`config.mk`:
```
export PLATFORM = sky130hd
export DESIGN_NAME = rx_char_buffer
export DESIGN_NICKNAME = d
export VERILOG_FILES = /design/src/rtl/rx_buf_pkg.sv /design/src/rtl/rx_buf_datapath.sv /design/src/rtl/rx_buf_ctrl.sv /design/src/rtl/rx_char_buffer.sv
export SDC_FILE = /design/constraint.sdc
export NUM_CORES = 1
export LEC_CHECK = 0
export CAP_MARGIN = 20
export CORE_MARGIN = 8
export CORE_UTILIZATION = 64
export CTS_BUF_LIST = sky130_fd_sc_hd__clkbuf_8
export CTS_CLUSTER_DIAMETER = 200
export DETAILED_ROUTE_END_ITERATION = 12
export DONT_BUFFER_PORTS = 1
export PLACE_DENSITY = 0.9
export SLEW_MARGIN = 20
export SYNTH_ARGS = -nofsm -noshare
export SYNTH_HDL_FRONTEND = slang
export SYNTH_SLANG_ARGS = --single-unit
```
`constraint.sdc`:
```
create_clock -name clk -period 4.9 [get_ports clk]
set_input_delay 0 -clock clk [delete_from_list [all_inputs] [get_ports clk]]
set_output_delay 0 -clock clk [all_outputs]
set_load 0.005 [all_outputs]
```
`src/rtl/rx_buf_pkg.sv`:
```
package rx_buf_pkg;
  parameter int DATA_W = 8;

  // one stored character with the receiver's error flags
  typedef struct packed {
    logic              brk;
    logic              frmErr;
    logic              parErr;
    logic [DATA_W-1:0] data;
  } rx_entry_t;

  // strobes from control to datapath
  typedef struct packed {
    logic clear;
    logic push;
    logic pop;
  } fifo_strobe_t;

  // threshold count for the two-bit trigger code
  function automatic int unsigned trig_level(input logic [1:0] code);
    case (code)
      2'b00:   return 1;
      2'b01:   return 4;
      2'b10:   return 8;
      default: return 14;
    endcase
  endfunction
endpackage

```
`src/rtl/rx_buf_datapath.sv`:
```
module rx_buf_datapath
  import rx_buf_pkg::*;
#(
  parameter int DEPTH = 16
) (
  input  logic         clk,
  input  logic         rstN,
  input  fifo_strobe_t strobe,
  input  rx_entry_t    pushEntry,
  output rx_entry_t    headEntry
);
  localparam int PTR_W = (DEPTH > 1) ? $clog2(DEPTH) : 1;

  rx_entry_t        storage [DEPTH];
  logic [PTR_W-1:0] wrPtr;
  logic [PTR_W-1:0] rdPtr;

  function automatic logic [PTR_W-1:0] bump(input logic [PTR_W-1:0] p);
    return (p == PTR_W'(DEPTH - 1)) ? '0 : p + PTR_W'(1);
  endfunction

  always_ff @(posedge clk) begin
    if (strobe.push) storage[wrPtr] <= pushEntry;
  end

  always_ff @(posedge clk or negedge rstN) begin
    if (!rstN) begin
      wrPtr <= '0;
      rdPtr <= '0;
    end else if (strobe.clear) begin
      wrPtr <= '0;
      rdPtr <= '0;
    end else begin
      if (strobe.push) wrPtr <= bump(wrPtr);
      if (strobe.pop)  rdPtr <= bump(rdPtr);
    end
  end

  assign headEntry = storage[rdPtr];

  // a clear leaves the pointers aligned
  assert_clear_aligns_R4: assert property (@(posedge clk) disable iff (!rstN)
    strobe.clear |=> (wrPtr == rdPtr));

  // a lone read advances the head pointer by one place
  assert_pop_advances_R1: assert property (@(posedge clk) disable iff (!rstN)
    (strobe.pop && !strobe.clear) |=> (rdPtr == bump($past(rdPtr))));
endmodule

```
`src/rtl/rx_buf_ctrl.sv`:
```
module rx_buf_ctrl
  import rx_buf_pkg::*;
#(
  parameter int DEPTH         = 16,
  parameter int TIMEOUT_CHARS = 4
) (
  input  logic                         clk,
  input  logic                         rstN,
  input  logic                         fifoEn,
  input  logic                         clrRx,
  input  logic [1:0]                   trigSel,
  input  logic                         dataIntEn,
  input  logic                         pushValid,
  input  logic                         popReq,
  input  logic                         charTick,
  input  logic                         statusRead,
  output fifo_strobe_t                 strobe,
  output logic [$clog2(DEPTH+1)-1:0]   fillLevel,
  output logic                         dataReady,
  output logic                         overrun,
  output logic                         dataIrq,
  output logic                         timeoutIrq
);
  localparam int CNT_W  = $clog2(DEPTH + 1);
  localparam int IDLE_W = $clog2(TIMEOUT_CHARS + 1);

  logic              fifoEnQ;
  logic [IDLE_W-1:0] idleCnt;
  logic              isEmpty, isFull, doClear, doPush, doPop, dropChar, rxIrqEn;
  logic [CNT_W-1:0]  trigCount;

  always_comb begin
    isEmpty   = (fillLevel == '0);
    isFull    = (fillLevel == CNT_W'(DEPTH));
    doClear   = clrRx | (fifoEn != fifoEnQ);
    doPop     = popReq & ~isEmpty & ~doClear;
    doPush    = pushValid & (~isFull | doPop) & ~doClear;
    dropChar  = pushValid & ~doClear & ~doPush;
    trigCount = CNT_W'(trig_level(trigSel));
    rxIrqEn   = fifoEn & dataIntEn;
  end

  assign strobe = '{clear: doClear, push: doPush, pop: doPop};

  always_ff @(posedge clk or negedge rstN) begin
    if (!rstN) begin
      fifoEnQ   <= 1'b0;
      fillLevel <= '0;
      idleCnt   <= '0;
      overrun   <= 1'b0;
    end else begin
      fifoEnQ <= fifoEn;
      if (doClear)                fillLevel <= '0;
      else if (doPush && !doPop)  fillLevel <= fillLevel + CNT_W'(1);
      else if (doPop && !doPush)  fillLevel <= fillLevel - CNT_W'(1);

      if (doClear || doPush || doPop)
        idleCnt <= '0;
      else if (charTick && !isEmpty && idleCnt != IDLE_W'(TIMEOUT_CHARS))
        idleCnt <= idleCnt + IDLE_W'(1);

      if (dropChar)        overrun <= 1'b1;
      else if (statusRead) overrun <= 1'b0;
    end
  end

  assign dataReady  = ~isEmpty;
  assign dataIrq    = rxIrqEn & (fillLevel >= trigCount);
  assign timeoutIrq = rxIrqEn & ~isEmpty & (idleCnt == IDLE_W'(TIMEOUT_CHARS));

  assert_no_overflow_R2: assert property (@(posedge clk) disable iff (!rstN)
    fillLevel <= CNT_W'(DEPTH));

  assert_ready_after_push_R2: assert property (@(posedge clk) disable iff (!rstN)
    strobe.push |=> dataReady);

  assert_clear_empties_R4: assert property (@(posedge clk) disable iff (!rstN)
    clrRx |=> (fillLevel == '0));

  assert_en_change_empties_R5: assert property (@(posedge clk) disable iff (!rstN)
    (fifoEn != fifoEnQ) |=> !dataReady);

  assert_overrun_sets_R3: assert property (@(posedge clk) disable iff (!rstN)
    (pushValid && !clrRx && fifoEn == fifoEnQ && fillLevel == CNT_W'(DEPTH) && !popReq)
      |=> overrun);

  assert_timeout_needs_data_R8: assert property (@(posedge clk) disable iff (!rstN)
    timeoutIrq |-> dataReady);

  assert_read_drops_timeout_R9: assert property (@(posedge clk) disable iff (!rstN)
    strobe.pop |=> !timeoutIrq);
endmodule

```
`src/rtl/rx_char_buffer.sv`:
```
module rx_char_buffer
  import rx_buf_pkg::*;
#(
  parameter int DEPTH         = 16,
  parameter int TIMEOUT_CHARS = 4
) (
  input  logic                       clk,
  input  logic                       rstN,
  input  logic                       fifoEn,
  input  logic                       clrRx,
  input  logic [1:0]                 trigSel,
  input  logic                       dataIntEn,
  input  logic                       pushValid,
  input  logic [DATA_W-1:0]          pushData,
  input  logic                       pushParErr,
  input  logic                       pushFrmErr,
  input  logic                       pushBrk,
  input  logic                       charTick,
  input  logic                       popReq,
  input  logic                       statusRead,
  output logic [DATA_W-1:0]          rdData,
  output logic                       rdParErr,
  output logic                       rdFrmErr,
  output logic                       rdBrk,
  output logic [$clog2(DEPTH+1)-1:0] fillLevel,
  output logic                       dataReady,
  output logic                       overrun,
  output logic                       dataIrq,
  output logic                       timeoutIrq
);
  fifo_strobe_t strobe;
  rx_entry_t    pushEntry;
  rx_entry_t    headEntry;

  assign pushEntry = '{brk: pushBrk, frmErr: pushFrmErr, parErr: pushParErr, data: pushData};

  rx_buf_ctrl #(.DEPTH(DEPTH), .TIMEOUT_CHARS(TIMEOUT_CHARS)) u_ctrl (
    .clk(clk), .rstN(rstN), .fifoEn(fifoEn), .clrRx(clrRx), .trigSel(trigSel),
    .dataIntEn(dataIntEn), .pushValid(pushValid), .popReq(popReq),
    .charTick(charTick), .statusRead(statusRead), .strobe(strobe),
    .fillLevel(fillLevel), .dataReady(dataReady), .overrun(overrun),
    .dataIrq(dataIrq), .timeoutIrq(timeoutIrq)
  );

  rx_buf_datapath #(.DEPTH(DEPTH)) u_data (
    .clk(clk), .rstN(rstN), .strobe(strobe),
    .pushEntry(pushEntry), .headEntry(headEntry)
  );

  assign rdData   = headEntry.data;
  assign rdParErr = headEntry.parErr;
  assign rdFrmErr = headEntry.frmErr;
  assign rdBrk    = headEntry.brk;
endmodule

```
# After elaboration in Yosys (flattened, before gate mapping)
# Memory sizes are Yosys's and may differ from the RTL's.
# Index checks and enable logic that the tools add are counted.
# classes
eq_ne	8
n_addsub	5
n_reduce_logical	16
mux	16
magnitude_cmp	1
bitwise	16
# ops
op	n
$mux W4	6
$mux W5	3
$pmux W4 S3	1
$and A1 B1 Y1	10
$add A4 B1 Y4 const B	2
$eq A4 B4 Y1 const B	2
$reduce_bool A2 Y1	4
$mux W3	2
$add A5 B1 Y5 const B	1
$eq A5 B5 Y1 const B	1
$ge A5 B4 Y1	1
$logic_not A5 Y1	1
$sub A5 B1 Y5 const B	1
$logic_and A1 B1 Y1	4
$mux W1	4
$not A1 Y1	4
$add A3 B1 Y3 const B	1
$eq A3 B3 Y1 const B	1
$logic_not A1 Y1	3
$ne A3 B3 Y1 const B	1
$reduce_bool A3 Y1	1
$eq A2 B1 Y1 const B	1
$eq A2 B2 Y1 const B	1
$logic_not A2 Y1	1
other kinds (3)	5
# word_totals
regBits	18
word_cells	69
input_bits	22
mem_count	1
mem_bits_rw	176
# mem_list
name	depth	word_bits	rd	rd_clocked_by_memory_dff	write_ports	line_no	text
u_data.storage	16	11	1	0	1	rx_buf_datapath.sv:14	rx_entry_t storage [DEPTH];

# Longest topological paths before layout
# Gate-level depths: netlist (run 1).
# depth
ltp_word	12
ltp_mapped	11

# Cells and area by module
# A second synthesis (run 1) with hierarchy kept.
# hier_totals
hier_cells	466
area_unflattened_um2	8109.0
# modules_own_cells
mod	instances	area_each_um2	seq_area_each_um2	cells_each
rx_buf_datapath	1	7279.5	5485.3	373
rx_buf_ctrl	1	829.5	250.2	93

# Worst setup path after synthesis (run 1)
# Ideal clock, no wire load.
# synth_path
kind	reg-to-reg
start	register u_ctrl.fillLevel[1]
end	register u_ctrl.fillLevel[4]
slack_ps	2238
path_stages_with_launch	12
n_path_buf	1
t_arrival_ps	2583
setup_ps	79
path_cell_list	dfrtp_1 > or4_4 > buf_6 > o21a_1 > nand2_1 > ha_1 > inv_1 > ha_1 > a21oi_1 > a211oi_1 > a31oi_1 > mux2i_1
# synth_via
elab_chain_len	10
word_cells_on_any_way	19
cone_classes	2 x add/sub; 1 x eq/ne; 3 x mux; 7 x bitwise; 6 x reduce/logical
# synth_lines
item	line_no	text
start: declaration	rx_buf_ctrl.sv:18	output logic [$clog2(DEPTH+1)-1:0] fillLevel,
start signal: assignment	rx_buf_ctrl.sv:54	else if (doPush && !doPop) fillLevel <= fillLevel + CNT_W'(1);
start signal: assignment	rx_buf_ctrl.sv:55	else if (doPop && !doPush) fillLevel <= fillLevel - CNT_W'(1);
$logic_not A5 Y1	rx_buf_ctrl.sv:33	isEmpty = (fillLevel == '0);
$not A1 Y1	rx_buf_ctrl.sv:36	doPop = popReq & ~isEmpty & ~doClear;
$and A1 B1 Y1 (2 in a row)	rx_buf_ctrl.sv:36	
$or A1 B1 Y1	rx_buf_ctrl.sv:37	doPush = pushValid & (~isFull | doPop) & ~doClear;
$and A1 B1 Y1 (2 in a row)	rx_buf_ctrl.sv:37	
$logic_and A1 B1 Y1 / $logic_not A1 Y1 (equally long branches)	rx_buf_ctrl.sv:54, rx_buf_ctrl.sv:55	
$mux W5 / $logic_and A1 B1 Y1 (equally long branches)	rx_buf_ctrl.sv:54, rx_buf_ctrl.sv:55	
$mux W5 / $reduce_bool A3 Y1 (equally long branches)	--	
# Several ways; a longest one is shown, not always the timed one. The select of a mux whose other input is x is not followed.
# A chain may end at the register's enable or synchronous reset.

# Worst setup path in the final report (run 1)
# layout_path
start	register u_ctrl.fillLevel[4]
end	register u_ctrl.fillLevel[4]
# Same word-level chain as after synthesis.

==> results by group, run 1 <==
Logic synthesis
  – Synth top area share: 0.668
  – Synth warnings: 0
  – Mean post-synth cell area: 18.3 um^2
  – Count leader, synth: edfxtp_1
  – Count of different cell masters after synthesis: 43
  – Number of enable flip-flop cells after synthesis: 176
  – #FFs+latches synth: 194
  – Gate Count Post-Synth: 433
  – Commonest cells post-synth: edfxtp_1, mux4_2, nor2_1
  – Syn nets: 472
  – Ranking of synthesized cells by area: edfxtp_1, mux4_2, dfrtp_1, ha_1, o22ai_1
  – Seq/Total Area, Yosys: 0.725
  – Ys flop type: edfxtp_1
  – Area leader, netlist: edfxtp_1
  – Synthesized cell area: 7920 um^2
  – Async set-reset flop share out of synthesis: 0.0928

Setup path
  – Setup crit end kind: register
  – Worst Path Arrival: 3.67 ns
  – Worst Reg2Reg Path Length in Cells: 9
  – R2R Path Start: u_ctrl.fillLevel[4]
  – Worst R2R End: u_ctrl.fillLevel[4]
  – R2R setup slack: 1.61 ns
  – WP data required: 5.28 ns
  – Kind of critical path: reg2reg
  – CP Max Fanout: 12
  – Startpoint types: register

Hold path
  – Hold/Removal Path Class: in2async

Placement
  – PortBufs: 0
  – Placed Area: 8070 um^2
  – Place WS: 1.78 ns
  – Gpl congestion: 0.784
  – DPL Wire Length: 10700 um

Clock network
  – CTS buffer count: 17
  – Clock Path Buffers: 2
  – Total setup buffers inserted after CTS: 0
  – CTS Sinks: 194
  – Root Driver: clkbuf_8
  – CTS Hold Bufs: 21
  – H-Tree Depth: 4
  – Resize count post-CTS: 0
  – Worst-skew pair later-pin latency: 0.47 ns
  – CTS tree: yes
  – Reg clk slew, reported paths: 0.10 ns

Final layout
  – Layout cells sized above 1: 0.195
  – Layout overhead on the synthesized area: 9.17%
  – Fin area: 8640 um^2
  – Nets@finish: 492

Global route
  – GRT Total Usage: 0.212
  – Vias in the first global route: 4300
  – Global-route wire length before repair: 24700 um
  – GRT overflow: 0
  – Largest net degree at the start of global routing: 32
  – Initial antenna violation count: 2

Route
  – Post-route ant nets: 0
  – Drt wl/cell: 26.0 um
  – DRT iter0 DRCs: 406
  – Vias/cell: 6.56
  – Routed Wire Length: 16500 um
  – DR vias: 4166
  – Drt pass-1 iters: 5
  – # DRC: 0

Timing
  – Final Skew: 0.0116 ns
  – Fin crit period: 3.29 ns
  – Final setup viols: 0
  – Setup_tns: 0 ns
  – RSZ-0062 raised after global routing: no
  – Final Cycle Share: 0.671
  – Hold Slack: 0.0796 ns
  – Worst Tran Pin Value: 1.04 ns
  – Hold Vio Cnt, Final: 0
  – Slew Viols, Final: 0
  – Final WS setup: 1.61 ns
  – Slew margin rel.: 0.304
  – Fmax: 0.304 GHz

Die
  – Initial Utilization: 0.656
  – Die Y-Extent: 127 um
  – DIE AREA: 16200 um^2
  – Die span in x: 127 um
  – Core area: 12100 um^2
  – Top-level I/O count: 42
  – Rows: 40

Power and ir drop
  – PwrDens: 338 nW/um^2
  – VDD IR max: 0.219 mV
  – Leak: 2.74 nW
  – Power consumption: 2.92 mW

Run
  – MaxCap Viol Count: 0

Run status
  – Status: complete, no violations
worst max path at each step:
stage | start | slack [ns] | to | cells past startpoint
5_1_grt | u_ctrl.fillLevel[4] | 1.46 | u_ctrl.fillLevel[4] | 9
2_1_floorplan | u_ctrl.fillLevel[1] | 2.24 | u_ctrl.fillLevel[4] | 11
3_5_place_dp | u_ctrl.fillLevel[4] | 1.78 | u_data.storage[7][1] | 4
6_report | u_ctrl.fillLevel[4] | 1.61 | u_ctrl.fillLevel[4] | 9
3_3_place_gp | u_ctrl.fillLevel[4] | 1.99 | u_ctrl.fillLevel[4] | 9
4_1_cts | u_ctrl.fillLevel[4] | 1.77 | u_data.storage[7][10] | 4
report_power, final:
group	switching, mW	internal (mW)	total [mW]
Combinational	0.0894	0.0581	0.148
Sequential	0.0109	1.81	1.82
Clock	0.563	0.385	0.948
Total	0.663	2.25	2.92
critical path: stages, from the launching register on:
cell and delay [ns]:
dfrtp_1 0.57, nor2b_1 0.24, a2111oi_2 0.80, ha_1 0.30, inv_1 0.13, ha_1 0.36, a21oi_1 0.23, a211oi_1 0.11
a31oi_1 0.24, mux2i_1 0.24
stage by stage:
stage,cells,util
5_1_grt,635,0.716
4_1_cts,634,0.716
3_3_place_gp,581,0.669
2_1_floorplan,433,-
3_5_place_dp,581,0.669
6_report,635,0.716
cells in the final DEF, fill, tap and decap left out, types with 2 or more instances in the layout:
cell type	Yosys	final
a2111oi_2	2	2
a21o_1	2	2
a21oi_1	9	9
a31oi_1	2	2
buf_4	0	2
clkbuf_8	0	19
clkinv_2	0	3
clkinvlp_4	0	3
dfrtp_1	18	16
dfrtp_2	0	2
dlygate4sd3_1	0	21
edfxtp_1	176	176
ha_1	16	16
inv_1	10	10
inv_6	0	6
mux2i_1	3	3
mux4_2	44	44
nand2_1	22	22
nand2b_1	7	7
nand3_1	3	3
nor2_1	34	34
nor3_1	10	6
nor3_2	0	4
o211ai_1	2	2
o21ai_0	2	2
o22ai_1	22	22
or2_2	2	2
xnor2_1	2	2
xor2_1	5	5
final cells by class:
cell class / instances / area (um^2)
clock buffer: 19 / 262
clock inverter: 13 / 98.8
antenna: 1 / 2.50
timing repair buffer: 23 / 225
multi-input combinational: 207 / 2070
tap: 168 / 210
inverter: 10 / 37.5
fill: 717 / 3420
sequential: 194 / 5740
layer usage:
layer / global-route usage / routed length [um] / share of wire
met4: 0.0973 / 454 / 0.028
met3: 0.0557 / 1230 / 0.075
met5: 0 / 13 / 0.00079
met1: 0.250 / 6130 / 0.37
met2: 0.361 / 8670 / 0.53
logic make-up after synthesis:
| kind of cell | share of synthesized area |
|---|---|
| simple gates | 0.0476 |
| xor+xnor | 0.00775 |
| fa+ha+maj | 0.0278 |
| flops | 0.725 |
| compound gates | 0.0465 |
| mux | 0.129 |
| buf+inv | 0.0168 |
flip-flops by register name, summed over array words and instances, names as in the netlist:
signal / cells
u_ctrl.fifoEnQ: 1
u_data.wrPtr: 4
u_data.storage: 176
u_data.rdPtr: 4
u_ctrl.overrun: 1
u_ctrl.idleCnt: 3
u_ctrl.fillLevel: 5
(Power assumes the default switching activity.)
==> run 2: changes to the inputs <==
--- a/config.mk
+++ b/config.mk
@@ -5,6 +5,7 @@
 export SDC_FILE = /design/constraint.sdc
 export NUM_CORES = 1
 export LEC_CHECK = 0
+export ABC_AREA = 1
 export CAP_MARGIN = 20
 export CORE_MARGIN = 8
 export CORE_UTILIZATION = 64
==> constraint.sdc (replaced) <==
create_clock -name clk -period 3.18 [get_ports clk]
set_input_delay 0 -clock clk [delete_from_list [all_inputs] [get_ports clk]]
set_output_delay 0 -clock clk [all_outputs]
set_load 0.005 [all_outputs]
==> results by group, run 2 <==
Clock network
  – Root Driver: clkbuf_8
  – H-Tree Depth: 4
  – CTS Sinks: 194
  – Reg clk slew, reported paths: 0.10 ns
  – Worst-skew pair later-pin latency: 0.48 ns
  – Clock Path Buffers: 2
  – Total setup buffers inserted after CTS: 0
  – Resize count post-CTS: 0
  – CTS tree: yes
  – CTS buffer count: 17

Placement
  – DPL Wire Length: 11800 um
  – Placed Area: 8480 um^2
  – Gpl congestion: 0.861
  – PortBufs: 0

Die
  – Rows: 41
  – DIE AREA: 17000 um^2
  – Die span in x: 130 um
  – Top-level I/O count: 42
  – Core area: 12700 um^2
  – Die Y-Extent: 130 um
  – Initial Utilization: 0.660

Route
  – Vias/cell: 6.24
  – DRT iter0 DRCs: 796
  – Routed Wire Length: 19100 um
  – DR vias: 5707
  – Drt pass-1 iters: 5
  – # DRC: 0
  – Drt wl/cell: 20.9 um
  – Post-route ant nets: 0

Final layout
  – Commonest non-fill, non-tap cell in the layout: edfxtp_1
  – Layout overhead on the synthesized area: 9.06%
  – Layout cells sized above 1: 0.0956
  – Commonest cells after routing, fill and taps aside: edfxtp_1, nand2_1, nor2_1, o21ai_0, inv_1
  – Fin area: 9110 um^2
  – Fillers: 834
  – Largest register FFs: 176
  – Number of antenna diodes: 0
  – Largest registers: u_data.storage (176), u_ctrl.fillLevel (5)
  – Biggest register: u_data.storage
  – Nets@finish: 769

Timing
  – RSZ-0062 raised after global routing: no
  – Fin crit period: 2.83 ns
  – Setup_tns: 0 ns
  – Fmax: 0.354 GHz
  – Final Skew: 0.00958 ns
  – Final setup viols: 0
  – Slew Viols, Final: 0
  – Worst Tran Pin Value: 1.00 ns
  – Final Cycle Share: 0.888
  – Hold Vio Cnt, Final: 0
  – Slew margin rel.: 0.331

Logic synthesis
  – #FFs+latches synth: 194
  – Synth warnings: 0
  – Async set-reset flop share out of synthesis: 0.0928
  – Seq/Total Area, Yosys: 0.686
  – Commonest cells post-synth: edfxtp_1, nand2_1, nor2_1
  – Mean post-synth cell area: 11.7 um^2
  – Count leader, synth: edfxtp_1
  – Gate Count Post-Synth: 713
  – Ranking of synthesized cells by area: edfxtp_1, nand2_1, dfrtp_1, o21ai_0, nor2_1
  – Synth top area share: 0.632
  – Synthesized cell area: 8360 um^2
  – Number of enable flip-flop cells after synthesis: 176
  – Ys flop type: edfxtp_1
  – Syn nets: 752
  – Count of different cell masters after synthesis: 36
  – Area leader, netlist: edfxtp_1

Global route
  – Initial antenna violation count: 1
  – Vias in the first global route: 5776
  – GRT Total Usage: 0.237
  – Largest net degree at the start of global routing: 52
  – GRT overflow: 0
  – Global-route wire length before repair: 30000 um

Setup path
  – WP data required: 3.54 ns
  – Worst Path Arrival: 3.18 ns
  – CP Launch Point: u_ctrl.fillLevel[1]
  – Kind of critical path: reg2reg
  – Setup crit end kind: register
  – R2R Path Start: u_ctrl.fillLevel[1]
  – CP Max Fanout: 9
  – Startpoint types: register

Power and ir drop
  – Leak: 3.42 nW
  – VDD IR max: 0.286 mV
  – PwrDens: 543 nW/um^2

Run
  – MaxCap Viol Count: 0

Run status
  – Status: complete, no violations

Hold path
  – Hold/Removal Path Class: in2async
==> run 2: layout make-up <==
cell class	instances	area [um^2]	area share
Clock inverter	15	204	0.0224
Sequential cell	194	5740	0.629
Tap cell	172	215	0.0236
Multi-Input combinational cell	441	2260	0.248
Clock buffer	17	234	0.0257
Inverter	43	164	0.0180
Timing Repair Buffer	33	298	0.0327
==> run 2: cells by family after synthesis <==
logic type                 share of synthesized area
adders and majority gates                     0.0263
AOI/OAI and AO/OA                             0.0999
and+or+nand+nor                                0.140
buffers and inverters                         0.0436
xor gates and xnor gates                     0.00419
DFF                                            0.686
==> run 2: final timing paths <==
kind / to / slack [ns] / cells past startpoint
max: u_ctrl.fillLevel[4] / 0.35 / 14
min: u_data.rdPtr[3] / 0.06 / 1
max reg2reg: u_ctrl.fillLevel[4] / 0.35 / 14
min reg2reg: u_ctrl.idleCnt[2] / 0.57 / 2
max in group asynchronous: u_data.rdPtr[0] / 2.55 / 1
min in group clk: u_data.wrPtr[1] / 0.07 / 7
==> run 2: metrics by stage <==
stage               total power [mW]  setup WS [ns]  cells  hold WS [ns]   util
CTS                             4.94          0.352    915        0.0517  0.719
floorplan                       3.13          0.805    713        -0.296      -
global route                    5.08          0.183    915        0.0748  0.719
detailed placement              3.21          0.367    863        -0.295  0.669
finish                          4.95          0.355    915        0.0613  0.719
global placement                3.18          0.611    863        -0.295  0.669
==> run 2: repair_timing <==
item                                    4_1_cts  5_1_grt
endpoints found under the setup margin        0        0
hold buffers                                 20        0
hold endpoints to repair                    215        0
==> run 2: critical path, stage by stage, from the launching register on <==
cell and delay [ns]:
dfrtp_1 0.51, nor2_2 0.11, nand3_4 0.16, nand3_4 0.13
a21oi_4 0.18, nand2_4 0.13, inv_1 0.08, ha_1 0.18
inv_1 0.12, fa_1 0.43, nand2_1 0.10, nand2_1 0.07
a21oi_1 0.22, xor2_1 0.19, o21ai_0 0.09
==> run 2: power by group <==
group	internal (mW)	total [mW]	switching (mW)	leakage, nW
Sequential	2.80	2.83	0.0319	1.83
Combinational	0.120	0.388	0.268	1.37
Clock	0.865	1.74	0.871	0.221
Total	3.78	4.95	1.17	3.42
==> run 2: metal layers <==
| layer | global-route usage | part of all wire | vias to the layer above |
|---|---|---|---|
| met3 | 0.0628 | 0.10 | 53 |
| li1 | - | - | 2536 |
| met4 | 0.113 | 0.026 | 2 |
| met1 | 0.276 | 0.36 | 2755 |
| met5 | 0 | 0.00068 | - |
| met2 | 0.403 | 0.51 | 361 |
==> run 3: changes to the inputs <==
--- a/config.mk
+++ b/config.mk
@@ -5,7 +5,6 @@
 export SDC_FILE = /design/constraint.sdc
 export NUM_CORES = 1
 export LEC_CHECK = 0
-export ABC_AREA = 1
 export CAP_MARGIN = 20
 export CORE_MARGIN = 8
 export CORE_UTILIZATION = 64
==> results by group, run 3 (synthesis gave the netlist of run 1 again) <==
Run status
  – Status: complete, no violations

Power and ir drop
  – VDD IR max: 0.294 mV
  – Power consumption: 4.45 mW
  – PwrDens: 502 nW/um^2
  – Leak: 2.91 nW

Setup path
  – Startpoint types: register
  – Kind of critical path: reg2reg
  – R2R Path Start: u_ctrl.fillLevel[1]
  – Worst R2R End: u_ctrl.fillLevel[4]
  – R2R setup slack: 0.16 ns
  – CP Max Fanout: 7
  – WP data required: 3.55 ns
  – Worst Path Arrival: 3.39 ns
  – Worst Reg2Reg Path Length in Cells: 10
  – Setup crit end kind: register

Clock network
  – Reg clk slew, reported paths: 0.09 ns
  – Clock Path Buffers: 2
  – CTS buffer count: 17
  – Worst-skew pair later-pin latency: 0.46 ns
  – CTS tree: yes
  – H-Tree Depth: 4
  – Total setup buffers inserted after CTS: 0
  – CTS Sinks: 194
  – Root Driver: clkbuf_8

Placement
  – Gpl congestion: 0.765
  – Cells after DPL: 609
  – Placed Area: 8300 um^2
  – DPL Wire Length: 10500 um
  – Place WS: 0.326 ns
  – PortBufs: 0

Die
  – Die Y-Extent: 127 um
  – Rows: 40
  – DIE AREA: 16200 um^2
  – Top-level I/O count: 42
  – Core area: 12100 um^2
  – Initial Utilization: 0.656
  – Die span in x: 127 um

Timing
  – Worst Tran Pin Value: 0.911 ns
  – Slew Viols, Final: 0
  – Hold Slack: 0.0632 ns
  – Setup_tns: 0 ns
  – Final Cycle Share: 0.948
  – Hold Vio Cnt, Final: 0
  – Final WS setup: 0.164 ns
  – Final Skew: 0.0100 ns
  – RSZ-0062 raised after global routing: no
  – Final setup viols: 0
  – Slew margin rel.: 0.391
  – Fmax: 0.332 GHz
  – Fin crit period: 3.02 ns

Hold path
  – Hold endpoint: u_ctrl.idleCnt[2]
  – Worst Hold Depth: 3
  – Hold Crit Start: pushValid
  – Hold/Removal Path Class: in2reg

Final layout
  – Sequential Area: 5740 um^2
  – Largest registers: u_data.storage (176), u_ctrl.fillLevel (5)
  – Multi-input gate area in the final layout: 2070 um^2
  – Largest register FFs: 176
  – Finished Core Util: 0.735
  – Fin area: 8860 um^2
  – Fillers: 670
  – Layout cells sized above 1: 0.220
  – Layout overhead on the synthesized area: 12.0%
  – Biggest register: u_data.storage
  – Commonest non-fill, non-tap cell in the layout: edfxtp_1
  – Non-Filler Instances: 660
  – Nets@finish: 520
  – Commonest cells after routing, fill and taps aside: edfxtp_1, mux4_2, nor2_1, buf_4

Route
  – DRT iter0 DRCs: 448
  – Vias/cell: 6.45
  – # DRC: 0
  – Drt pass-1 iters: 5
  – Post-route ant nets: 0
  – DR vias: 4257
  – Routed Wire Length: 16600 um
  – Drt wl/cell: 25.1 um

Global route
  – Global-route wire length before repair: 25300 um
  – GR Layer Usage met2: 0.365
  – GRT Total Usage: 0.216
  – Vias in the first global route: 4452
  – GRT overflow: 0
  – Global routing's busiest layer: met2
  – Largest net degree at the start of global routing: 25
  – Met1 Use GR: 0.254
  – Initial antenna violation count: 1
  – M3 GR Usage: 0.0574

Run
  – MaxCap Viol Count: 0
==> run 3: per-layer routing <==
layer  up-vias  wire [um]
li1       1826          -
met1      2147       5920
met2       248       8710
met3        36       1500
met4         0        454
met5         -          0
==> run 3: how the worst max path moves through the flow <==
| stage | from | to | slack, ns | cells past startpoint |
|---|---|---|---|---|
| finish | u_ctrl.fillLevel[1] | u_ctrl.fillLevel[4] | 0.16 | 10 |
| global route | u_ctrl.fillLevel[1] | u_ctrl.fillLevel[4] | 0.03 | 10 |
| CTS | u_ctrl.fillLevel[1] | u_ctrl.fillLevel[4] | 0.31 | 10 |
| detailed placement | u_ctrl.fillLevel[1] | u_ctrl.fillLevel[4] | 0.33 | 10 |
| global placement | u_ctrl.fillLevel[1] | u_ctrl.fillLevel[4] | 0.44 | 10 |
| floorplan | u_ctrl.fillLevel[1] | u_ctrl.fillLevel[4] | 0.52 | 11 |
==> run 3: what timing repair did <==
item                                    CTS  global route
resized for setup                         0             1
endpoints found under the setup margin    0             1
hold buffers                             21             0
endpoints found under the hold margin   212             0
==> run 3: worst max-delay path, cell delays in order, from the launching register on <==
cell      delay [ns]
dfrtp_1         0.51
or4_4           0.64
o21a_1          0.24
nand2_1         0.07
ha_1            0.16
inv_1           0.12
ha_1            0.34
a21oi_1         0.22
a211oi_1        0.12
a31oi_1         0.26
mux2i_1         0.26
==> run 3: area by class of cell <==
| type | count | area share |
|---|---|---|
| diodes | 1 | 0.000282 |
| clock inverters | 12 | 0.0120 |
| flip-flops and latches | 194 | 0.647 |
| multi-input cells | 207 | 0.234 |
| clock buffers | 17 | 0.0264 |
| well taps | 168 | 0.0237 |
| repair buffers | 51 | 0.0520 |
| inverters | 10 | 0.00424 |
==> run 3: power breakdown <==
part,internal (mW),switching [mW]
registers,2.79,0.0178
logic,0.0961,0.127
clock network,0.663,0.756
